**src/rtl/mbw_pkg.sv**
```systemverilog
package mbw_pkg;
  // Per-cycle request class decoded from sym_valid and flush
  typedef enum logic [1:0] {
    OP_IDLE      = 2'b00,
    OP_FLUSH     = 2'b01,
    OP_SYM       = 2'b10,
    OP_SYM_FLUSH = 2'b11
  } mbw_op_e;
endpackage

```
**src/rtl/mbw_hold.sv**
```systemverilog
module mbw_hold
  import mbw_pkg::*;
#(
  parameter int MAX_REM = 3,
  parameter int RC_W    = 2
) (
  input  logic               clk,
  input  logic               rst,
  input  mbw_op_e            op,
  input  logic [RC_W-1:0]    rem_cnt,
  input  logic [MAX_REM-1:0] rem_bits,
  output logic [RC_W-1:0]    hold_cnt,
  output logic [MAX_REM-1:0] hold_bits
);
  // Buffers one symbol's remaining bits until the next write
  always_ff @(posedge clk) begin
    if (rst) begin
      hold_cnt  <= '0;
      hold_bits <= '0;
    end else begin
      case (op)
        OP_SYM: begin
          hold_cnt  <= rem_cnt;
          hold_bits <= rem_bits;
        end
        OP_FLUSH, OP_SYM_FLUSH: begin
          hold_cnt  <= '0;
          hold_bits <= '0;
        end
        default: ;
      endcase
    end
  end
endmodule

```
**src/rtl/mbw_merge.sv**
```systemverilog
module mbw_merge #(
  parameter int MAX_FOLLOW = 7,
  parameter int MAX_REM    = 3,
  parameter int FC_W       = 3,
  parameter int RC_W       = 2,
  parameter int DATA_W     = 14,
  parameter int WW         = 4
) (
  input  logic [RC_W-1:0]    hold_cnt,
  input  logic [MAX_REM-1:0] hold_bits,
  input  logic               take_sym,
  input  logic               take_rem,
  input  logic               lead_bit,
  input  logic [FC_W-1:0]    follow_cnt,
  input  logic [RC_W-1:0]    rem_cnt,
  input  logic [MAX_REM-1:0] rem_bits,
  output logic [DATA_W-1:0]  data,
  output logic [WW-1:0]      width
);
  // Segment boundaries in emission order; the same values drive the width
  int b_hold, b_lead, b_foll, b_rem;

  always_comb begin
    b_hold = int'(hold_cnt);
    b_lead = b_hold + (take_sym ? 1 : 0);
    b_foll = b_lead + (take_sym ? int'(follow_cnt) : 0);
    b_rem  = b_foll + (take_rem ? int'(rem_cnt) : 0);
    width  = WW'(b_rem);
  end

  // One selector per output position; position g carries emission slot g
  for (genvar g = 0; g < DATA_W; g++) begin : g_slot
    always_comb begin
      if (g < b_hold)      data[DATA_W-1-g] = hold_bits[b_hold-1-g];
      else if (g < b_lead) data[DATA_W-1-g] = lead_bit;
      else if (g < b_foll) data[DATA_W-1-g] = ~lead_bit;
      else if (g < b_rem)  data[DATA_W-1-g] = rem_bits[b_rem-1-g];
      else                 data[DATA_W-1-g] = 1'b0;
    end
  end
endmodule

```
**src/rtl/mbw_addr.sv**
```systemverilog
module mbw_addr #(
  parameter int ADDR_W = 16,
  parameter int WW     = 4
) (
  input  logic              clk,
  input  logic              rst,
  input  logic              wr_go,
  input  logic [WW-1:0]     wr_len,
  input  logic              rd_en,
  output logic [ADDR_W-1:0] wr_addr,
  output logic [ADDR_W-1:0] rd_addr
);
  logic [ADDR_W-1:0] bit_ptr;

  // Write start address is latched with the write; the pointer advance is deferred
  always_ff @(posedge clk) begin
    if (rst) begin
      bit_ptr <= '0;
      wr_addr <= '0;
    end else if (wr_go) begin
      wr_addr <= bit_ptr;
      bit_ptr <= bit_ptr + ADDR_W'(wr_len);
    end
  end

  always_ff @(posedge clk) begin
    if (rst)        rd_addr <= '0;
    else if (rd_en) rd_addr <= rd_addr + ADDR_W'(1);
  end
endmodule

```
**src/rtl/merged_bit_writer.sv**
```systemverilog
module merged_bit_writer
  import mbw_pkg::*;
#(
  parameter int MAX_FOLLOW = 7,
  parameter int MAX_REM    = 3,
  parameter int ADDR_W     = 16,
  localparam int FC_W      = $clog2(MAX_FOLLOW + 1),
  localparam int RC_W      = $clog2(MAX_REM + 1),
  localparam int DATA_W    = 2 * MAX_REM + 1 + MAX_FOLLOW,
  localparam int WW        = $clog2(DATA_W + 1)
) (
  input  logic               clk,
  input  logic               rst,
  input  logic               sym_valid,
  input  logic               lead_bit,
  input  logic [FC_W-1:0]    follow_cnt,
  input  logic [RC_W-1:0]    rem_cnt,
  input  logic [MAX_REM-1:0] rem_bits,
  input  logic               flush,
  input  logic               rd_en,
  output logic               wr_en,
  output logic [DATA_W-1:0]  wr_data,
  output logic [WW-1:0]      wr_width,
  output logic [ADDR_W-1:0]  wr_addr,
  output logic [ADDR_W-1:0]  rd_addr
);
  mbw_op_e            op;
  logic [RC_W-1:0]    hold_cnt;
  logic [MAX_REM-1:0] hold_bits;
  logic [DATA_W-1:0]  mrg_data;
  logic [WW-1:0]      mrg_width;
  logic               wr_go;

  assign op    = mbw_op_e'({sym_valid, flush});
  assign wr_go = sym_valid | (flush & (hold_cnt != '0));

  mbw_hold #(.MAX_REM(MAX_REM), .RC_W(RC_W)) u_hold (
    .clk(clk), .rst(rst), .op(op), .rem_cnt(rem_cnt), .rem_bits(rem_bits),
    .hold_cnt(hold_cnt), .hold_bits(hold_bits)
  );

  mbw_merge #(
    .MAX_FOLLOW(MAX_FOLLOW), .MAX_REM(MAX_REM), .FC_W(FC_W), .RC_W(RC_W),
    .DATA_W(DATA_W), .WW(WW)
  ) u_merge (
    .hold_cnt(hold_cnt), .hold_bits(hold_bits),
    .take_sym(sym_valid), .take_rem(op == OP_SYM_FLUSH),
    .lead_bit(lead_bit), .follow_cnt(follow_cnt),
    .rem_cnt(rem_cnt), .rem_bits(rem_bits),
    .data(mrg_data), .width(mrg_width)
  );

  mbw_addr #(.ADDR_W(ADDR_W), .WW(WW)) u_addr (
    .clk(clk), .rst(rst), .wr_go(wr_go), .wr_len(mrg_width), .rd_en(rd_en),
    .wr_addr(wr_addr), .rd_addr(rd_addr)
  );

  // Registered write port
  always_ff @(posedge clk) begin
    if (rst) begin
      wr_en    <= 1'b0;
      wr_data  <= '0;
      wr_width <= '0;
    end else begin
      wr_en    <= wr_go;
      wr_data  <= wr_go ? mrg_data : '0;
      wr_width <= wr_go ? mrg_width : '0;
    end
  end
endmodule

```
**config.mk**
```make
export PLATFORM = sky130hd
export DESIGN_NAME = merged_bit_writer
export DESIGN_NICKNAME = d
export VERILOG_FILES = /design/src/rtl/mbw_pkg.sv /design/src/rtl/mbw_hold.sv /design/src/rtl/mbw_merge.sv /design/src/rtl/mbw_addr.sv /design/src/rtl/merged_bit_writer.sv
export SDC_FILE = /design/constraint.sdc
export NUM_CORES = 1
export LEC_CHECK = 0
export BUFFER_PORTS_ARGS = -buffer_cell sky130_fd_sc_hd__buf_4
export CAP_MARGIN = 20
export CORE_MARGIN = 2
export CORE_UTILIZATION = 30
export CTS_CLUSTER_DIAMETER = 40
export DETAILED_ROUTE_END_ITERATION = 12
export PLACE_DENSITY = 0.5
export RECOVER_POWER = 100
export SLEW_MARGIN = 20
export SYNTH_ARGS = -nofsm -noshare
export SYNTH_HDL_FRONTEND = slang
export SYNTH_HIERARCHICAL = 1
export SYNTH_SLANG_ARGS = --single-unit
```
**constraint.sdc**
```tcl
create_clock -name clk -period 10.1 [get_ports clk]
set_input_delay 1.515 -clock clk [delete_from_list [all_inputs] [get_ports clk]]
set_output_delay 1.515 -clock clk [all_outputs]
set_load 0.005 [all_outputs]
```
After elaboration in Yosys (flattened, before gate mapping). Cells that the tools add are included.

Add/sub/neg operators: 33. Multiplexer cells: 145. $lt $le $gt $ge: 84. Equal/unequal tests: 3. Reductions and logical operators: 4. Bitwise gates (word level): 4.

Operators with widths (number): 32-bit by 4-bit less-than comparator with 1-bit output (second input constant) (28); 5-bit by 32-bit less-than comparator with 1-bit output (first input constant) (18); 4-bit by 32-bit less-than comparator with 1-bit output (first input constant) (12); 32-bit by 5-bit subtractor with 32-bit output (second input constant) (12); 32-bit by 4-bit subtractor with 32-bit output (second input constant) (8); 3-bit by 32-bit less-than comparator with 1-bit output (first input constant) (6); 32-bit by 3-bit subtractor with 32-bit output (second input constant) (4); 1-bit two-way mux (113); 1-bit by 32-bit less-than comparator with 1-bit output (first input constant) (3); 2-bit by 32-bit less-than comparator with 1-bit output (first input constant) (3); 32-bit by 2-bit subtractor with 32-bit output (second input constant) (3); 32-bit adder (2); 1-bit binary-select mux with 2-bit select (28); 3-bit by 32-bit adder with 32-bit output (1); 4-bit by 2-bit less-than comparator with 1-bit output (first input constant) (6); 16-bit by 1-bit adder with 16-bit output (second input constant) (1); 16-bit by 4-bit adder with 16-bit output (1); 3-bit by 2-bit less-than comparator with 1-bit output (first input constant) (4); 3-bit case mux with 2 select lines (1); 2-bit == test (second input constant) (2); 1-bit by 2-bit less-than comparator with 1-bit output (first input constant) (2); 2-bit less-than comparator (first input constant) (2); 2-bit case mux with 2 select lines (1); 2-bit nonzero test (2); 8 further kinds (10).

Input bits: 14. Register bits: 72. Logic and storage cells: 281.

Longest topological paths before layout.
Word-level depth: 13. Gate-level depth with buffers: 15. Mapped depth without buffers: 14.

Modules after synthesis. Netlist, hierarchy kept.

Modules (own cells, without submodules): mbw_addr (cells an instance 230, area an instance 2103.3 um^2, instances 1); mbw_merge (cells an instance 171, area an instance 1187.4 um^2, instances 1); merged_bit_writer (cells an instance 66, area an instance 779.5 um^2, instances 1); mbw_hold (cells an instance 16, area an instance 186.4 um^2, instances 1).

Least setup slack after synthesis. OpenSTA, ideal clock, no wires.

Path kind: input to register. From: input sym_valid. To: register u_addr.bit_ptr[10]. Path slack: 5.050 ns. Library setup time: 0.132 ns. Buffers on the path: 2. Cell stages on the path: 13. Arrival time: 4.918 ns. Cells stage by stage: ha_1 > ha_1 > fa_1 > clkbuf_1 > inv_1 > fa_1 > inv_1 > fa_1 > a21o_1 > a21oi_1 > clkbuf_1 > or3_1 > a21oi_1.

Word-level cells in the longest chain between the ends: 5.

RTL lines: start, declared (line merged_bit_writer.sv:14) `input logic sym_valid,`; 1-bit two-way mux (line mbw_merge.sv:25) `b_lead = b_hold + (take_sym ? 1 : 0);`; 3-bit by 32-bit adder with 32-bit output (line mbw_merge.sv:25); 32-bit adder (line mbw_merge.sv:26) `b_foll = b_lead + (take_sym ? int'(follow_cnt) : 0);`; 32-bit adder (*) (line mbw_merge.sv:27) `b_rem = b_foll + (take_rem ? int'(rem_cnt) : 0);`; net mrg_width[1] (line merged_bit_writer.sv:31) `logic [WW-1:0] mrg_width;`; 16-bit by 4-bit adder with 16-bit output (*) (line mbw_addr.sv:22) `bit_ptr <= bit_ptr + ADDR_W'(wr_len);`; end signal, assigned (line mbw_addr.sv:22); end, declared (line mbw_addr.sv:13) `logic [ADDR_W-1:0] bit_ptr;`.

Mark *: on every way through the listed nets, which the timed path passes. The rest lies on a longest branch. A chain may end at the register's enable or synchronous reset.

Final worst setup path.
From: input sym_valid. To: register u_addr.bit_ptr[15].

The elaborated chain is that of the path after synthesis.

==> impl_metrics.json <==
{
  "synth_area_sq_um": 4260,
  "placedCellCount": 703,
  "clk-insertion-delay-late_ns": 0.34,
  "synth-edff-count": 0,
  "critPathRequiredTime_ns": 10.18,
  "tritoncts_num_sinks": 72,
  "max-slew-margin-rel_pct": -106,
  "syn-instance-count": 483,
  "synth_async_sr_flop_share_pct": 0,
  "synth_flop_type": "dfxtp_1",
  "cts_repair_resize_count": 0,
  "cp_common_cell": "ha_1",
  "final.min_clock_period_ns": 5.91,
  "layout.filler_cells": 1471,
  "clock_skew_ns": 0.00472,
  "p_sw_uw": 216,
  "syn_nets": 521,
  "cts_tree": "done",
  "timing.critical_path.from_type": "primary input",
  "grt_start_max_net_pins": 76,
  "root_buffer": "clkbuf_16",
  "num_io_pins": 65,
  "num-nets-final": 572,
  "slowest_stage_delay_cp_ns": 0.72,
  "via_count_of_the_first_global_routing_pass": 3600,
  "power.switching_fraction_pct": 27.9,
  "synthesis.yosys.warnings": 6,
  "die_y_um": 123,
  "ir_drop_mv": 0.0849,
  "p_clk_share_pct": 42.2,
  "finalMaxSlewViolations": 76,
  "cts-hold-fix-buffers": 0,
  "synthTopCellsByArea": "dfxtp_1 (34%), mux2i_1 (7.3%), ha_1 (6.2%)",
  "antenna_found_initial": 0,
  "post-cts-setup-buffer-count": 0,
  "final_antenna_net_count": 0,
  "yosys_register_bits": 72,
  "start_util_pct": 30.7,
  "fp.dieArea_sq_um": 15200,
  "p_per_area_nw_per_um2": 152,
  "antenna_cells_inserted": 0,
  "detail_route.iter0.violations": 148,
  "seq_area_frac_synth_pct": 33.9,
  "max_slew.worst_pin.slew_ns": 3.10,
  "die_w_um": 123,
  "global_route_wire_length_before_repair_um": 18000,
  "status": "complete, but fails checks",
  "most_used_standard_cell_by_instance_count_after_synthesis": "dfxtp_1",
  "yosys-top-cells-count": "dfxtp_1 (72), a21oi_1 (42), nor2_1 (40)",
  "core_area_sq_um": 13900,
  "critical_path.max_fanout": 13,
  "via_count": 3645,
  "clk_slew_on_worst_s_h_paths_ns": 0.06,
  "worst-endpoint-arrival_ns": 5.99,
  "final_min_period_over_clock_period_pct": 58.5,
  "placement.io_buffers": 64,
  "failed_checks": "capacitance limit, slew limit",
  "final_worst_slack_ns": 4.19,
  "cp-end-kind": "flip-flop",
  "globalRouteTotalUtil_pct": 15.3,
  "area_growth_pct": 19.3,
  "finalNonFillerCells": 719,
  "setup_repair_after_global_routing_missed_its_margin": "no",
  "max_cap_violation_count": 1,
  "remaining_overflow_grt": 0,
  "timing.final.hold_violations": 0,
  "synthesis.area_per_instance_sq_um": 8.81,
  "cpMaxStageDelayCell": "fa_1",
  "fin_area_sq_um": 5080,
  "place.detailed.hpwl_um": 7410,
  "routed_wl_um": 10700,
  "finalSetupViolations": 0,
  "cts_max_path_buffers": 2,
  "fmax_mhz": 169,
  "rows": 43,
  "h-tree-depth": 3,
  "worstHoldPathType": "reg -> reg",
  "dr.pass1.iters": 4,
  "dpl_cell_area_sq_um": 4840,
  "static-leakage-power_uw": 0.00207,
  "proportion_of_layout_cells_with_a_drive_suffix_above_1_pct": 20.6,
  "sequential_share_of_power_pct": 38.9,
  "gp_routability_congestion": 0.861,
  "post-synth-top-area-cell": "dfxtp_1",
  "synth_cell_type_count": 68,
  "detail_route.drc_violations": 0,
  "preCtsSetupSlack_ns": 4.31,
  "path_class": "in -> reg",
  "crit_chain": "clkbuf_1 -> ha_1 -> ha_1 -> fa_1 -> inv_1 -> fa_1 -> xnor2_1 -> ha_1 -> o21a_1 -> a21oi_1 -> or3_1 -> a21oi_1",
  "synth_largest_type_area_fraction_pct": 33.9,
  "wl_per_cell_um": 14.8,
  "p_int_uw": 558,
  "setup_total_negative_slack_ns": 0,
  "post_drt_via_cell_ratio": 5.07,
  "cts-buffers-inserted": 9,
  "p_comb_share_pct": 19.0
}
## logic make-up (layout without fill, tap and decap cells)
kind of cell,after synthesis,in the layout,share of synthesized area (%)
xor+xnor,16,16,3.91
mux,34,34,8.08
fa+ha+maj,26,26,8.05
simple gates,172,172,23.5
flops,72,72,33.9
compound gates,118,118,17.4
buf+inv,45,101,5.17
## layer usage
layer  vias up  GRT usage (%)  share of wire (%)
li1       1825              -                  -
met1      1710           19.9                 46
met2        91           23.2                 45
met3        19           4.70                5.8
met4         0           7.10                2.5
met5         -              0                  0
## cell usage in the layout, fill, tap and decap left out, types with 7 or more instances in the layout
cell	instances
nand2_1	31
clkbuf_16	9
mux2i_1	31
nand3_1	12
a21oi_1	49
ha_1	21
nand2b_4	7
inv_1	16
xnor2_1	11
dfxtp_1	72
nor2_1	40
buf_4	16
nand2b_2	9
o21ai_0	27
nor3_1	12
clkbuf_4	47
nand4_1	10
nand2b_1	11
or3_1	13
## through the flow
step                util [%]  total power, uW  hold slack [ns]
finish                  36.6              774            0.474
global route            36.6              814            0.523
CTS                     37.1              789            0.483
detailed placement      34.9              456            0.473
global placement        34.9              455            0.466
floorplan                  -              415            0.458
## flip-flops by register name, indices dropped and copies added (netlist names)
register and cells:
u_addr/bit_ptr 16, u_addr/rd_addr 16, u_addr/wr_addr 16, u_hold/hold_bits 3, u_hold/hold_cnt 2, wr_data 14
wr_en 1, wr_width 4
## power by group through the flow
stage          sequential [uW]  clock, uW  combinational (uW)
2_1_floorplan              305          0                 109
3_3_place_gp               307          0                 148
3_5_place_dp               307          0                 149
4_1_cts                    301        338                 150
5_1_grt                    302        349                 163
6_report                   301        327                 147
## worst max-delay path: cells and delay by family
kind	cells	cell delay (ns)
buffers and inverters	2	0.61
AOI/OAI and AO/OA	3	0.85
and+or+nand+nor	1	0.20
xor gates and xnor gates	1	0.49
adders and majority gates	5	2.32
## layout make-up
type / instances / area (sq um) / area share [%]
multi-input combinational: 366 / 2550 / 50.2
sequential: 72 / 1440 / 28.4
timing repair buffer: 69 / 495 / 9.75
clock buffer: 11 / 253 / 4.98
tap: 180 / 225 / 4.43
inverter: 16 / 60.1 / 1.18
clock inverter: 5 / 55.1 / 1.08
## worst paths after layout
path | startpoint | slack, ns | endpoint | cells past startpoint
worst max-delay path | sym_valid | 4.19 | u_addr/bit_ptr[15]$_SDFFE_PP0P_ | 12
worst min-delay path | u_addr/wr_addr[4]$_SDFFE_PP0P_ | 0.47 | u_addr/wr_addr[4]$_SDFFE_PP0P_ | 2
worst max register to register | u_hold/hold_cnt[0]$_SDFFE_PP0P_ | 5.40 | u_addr/bit_ptr[15]$_SDFFE_PP0P_ | 11
worst min register to register | u_addr/wr_addr[4]$_SDFFE_PP0P_ | 0.47 | u_addr/wr_addr[4]$_SDFFE_PP0P_ | 2
Power figures use the tool's default switching activity.
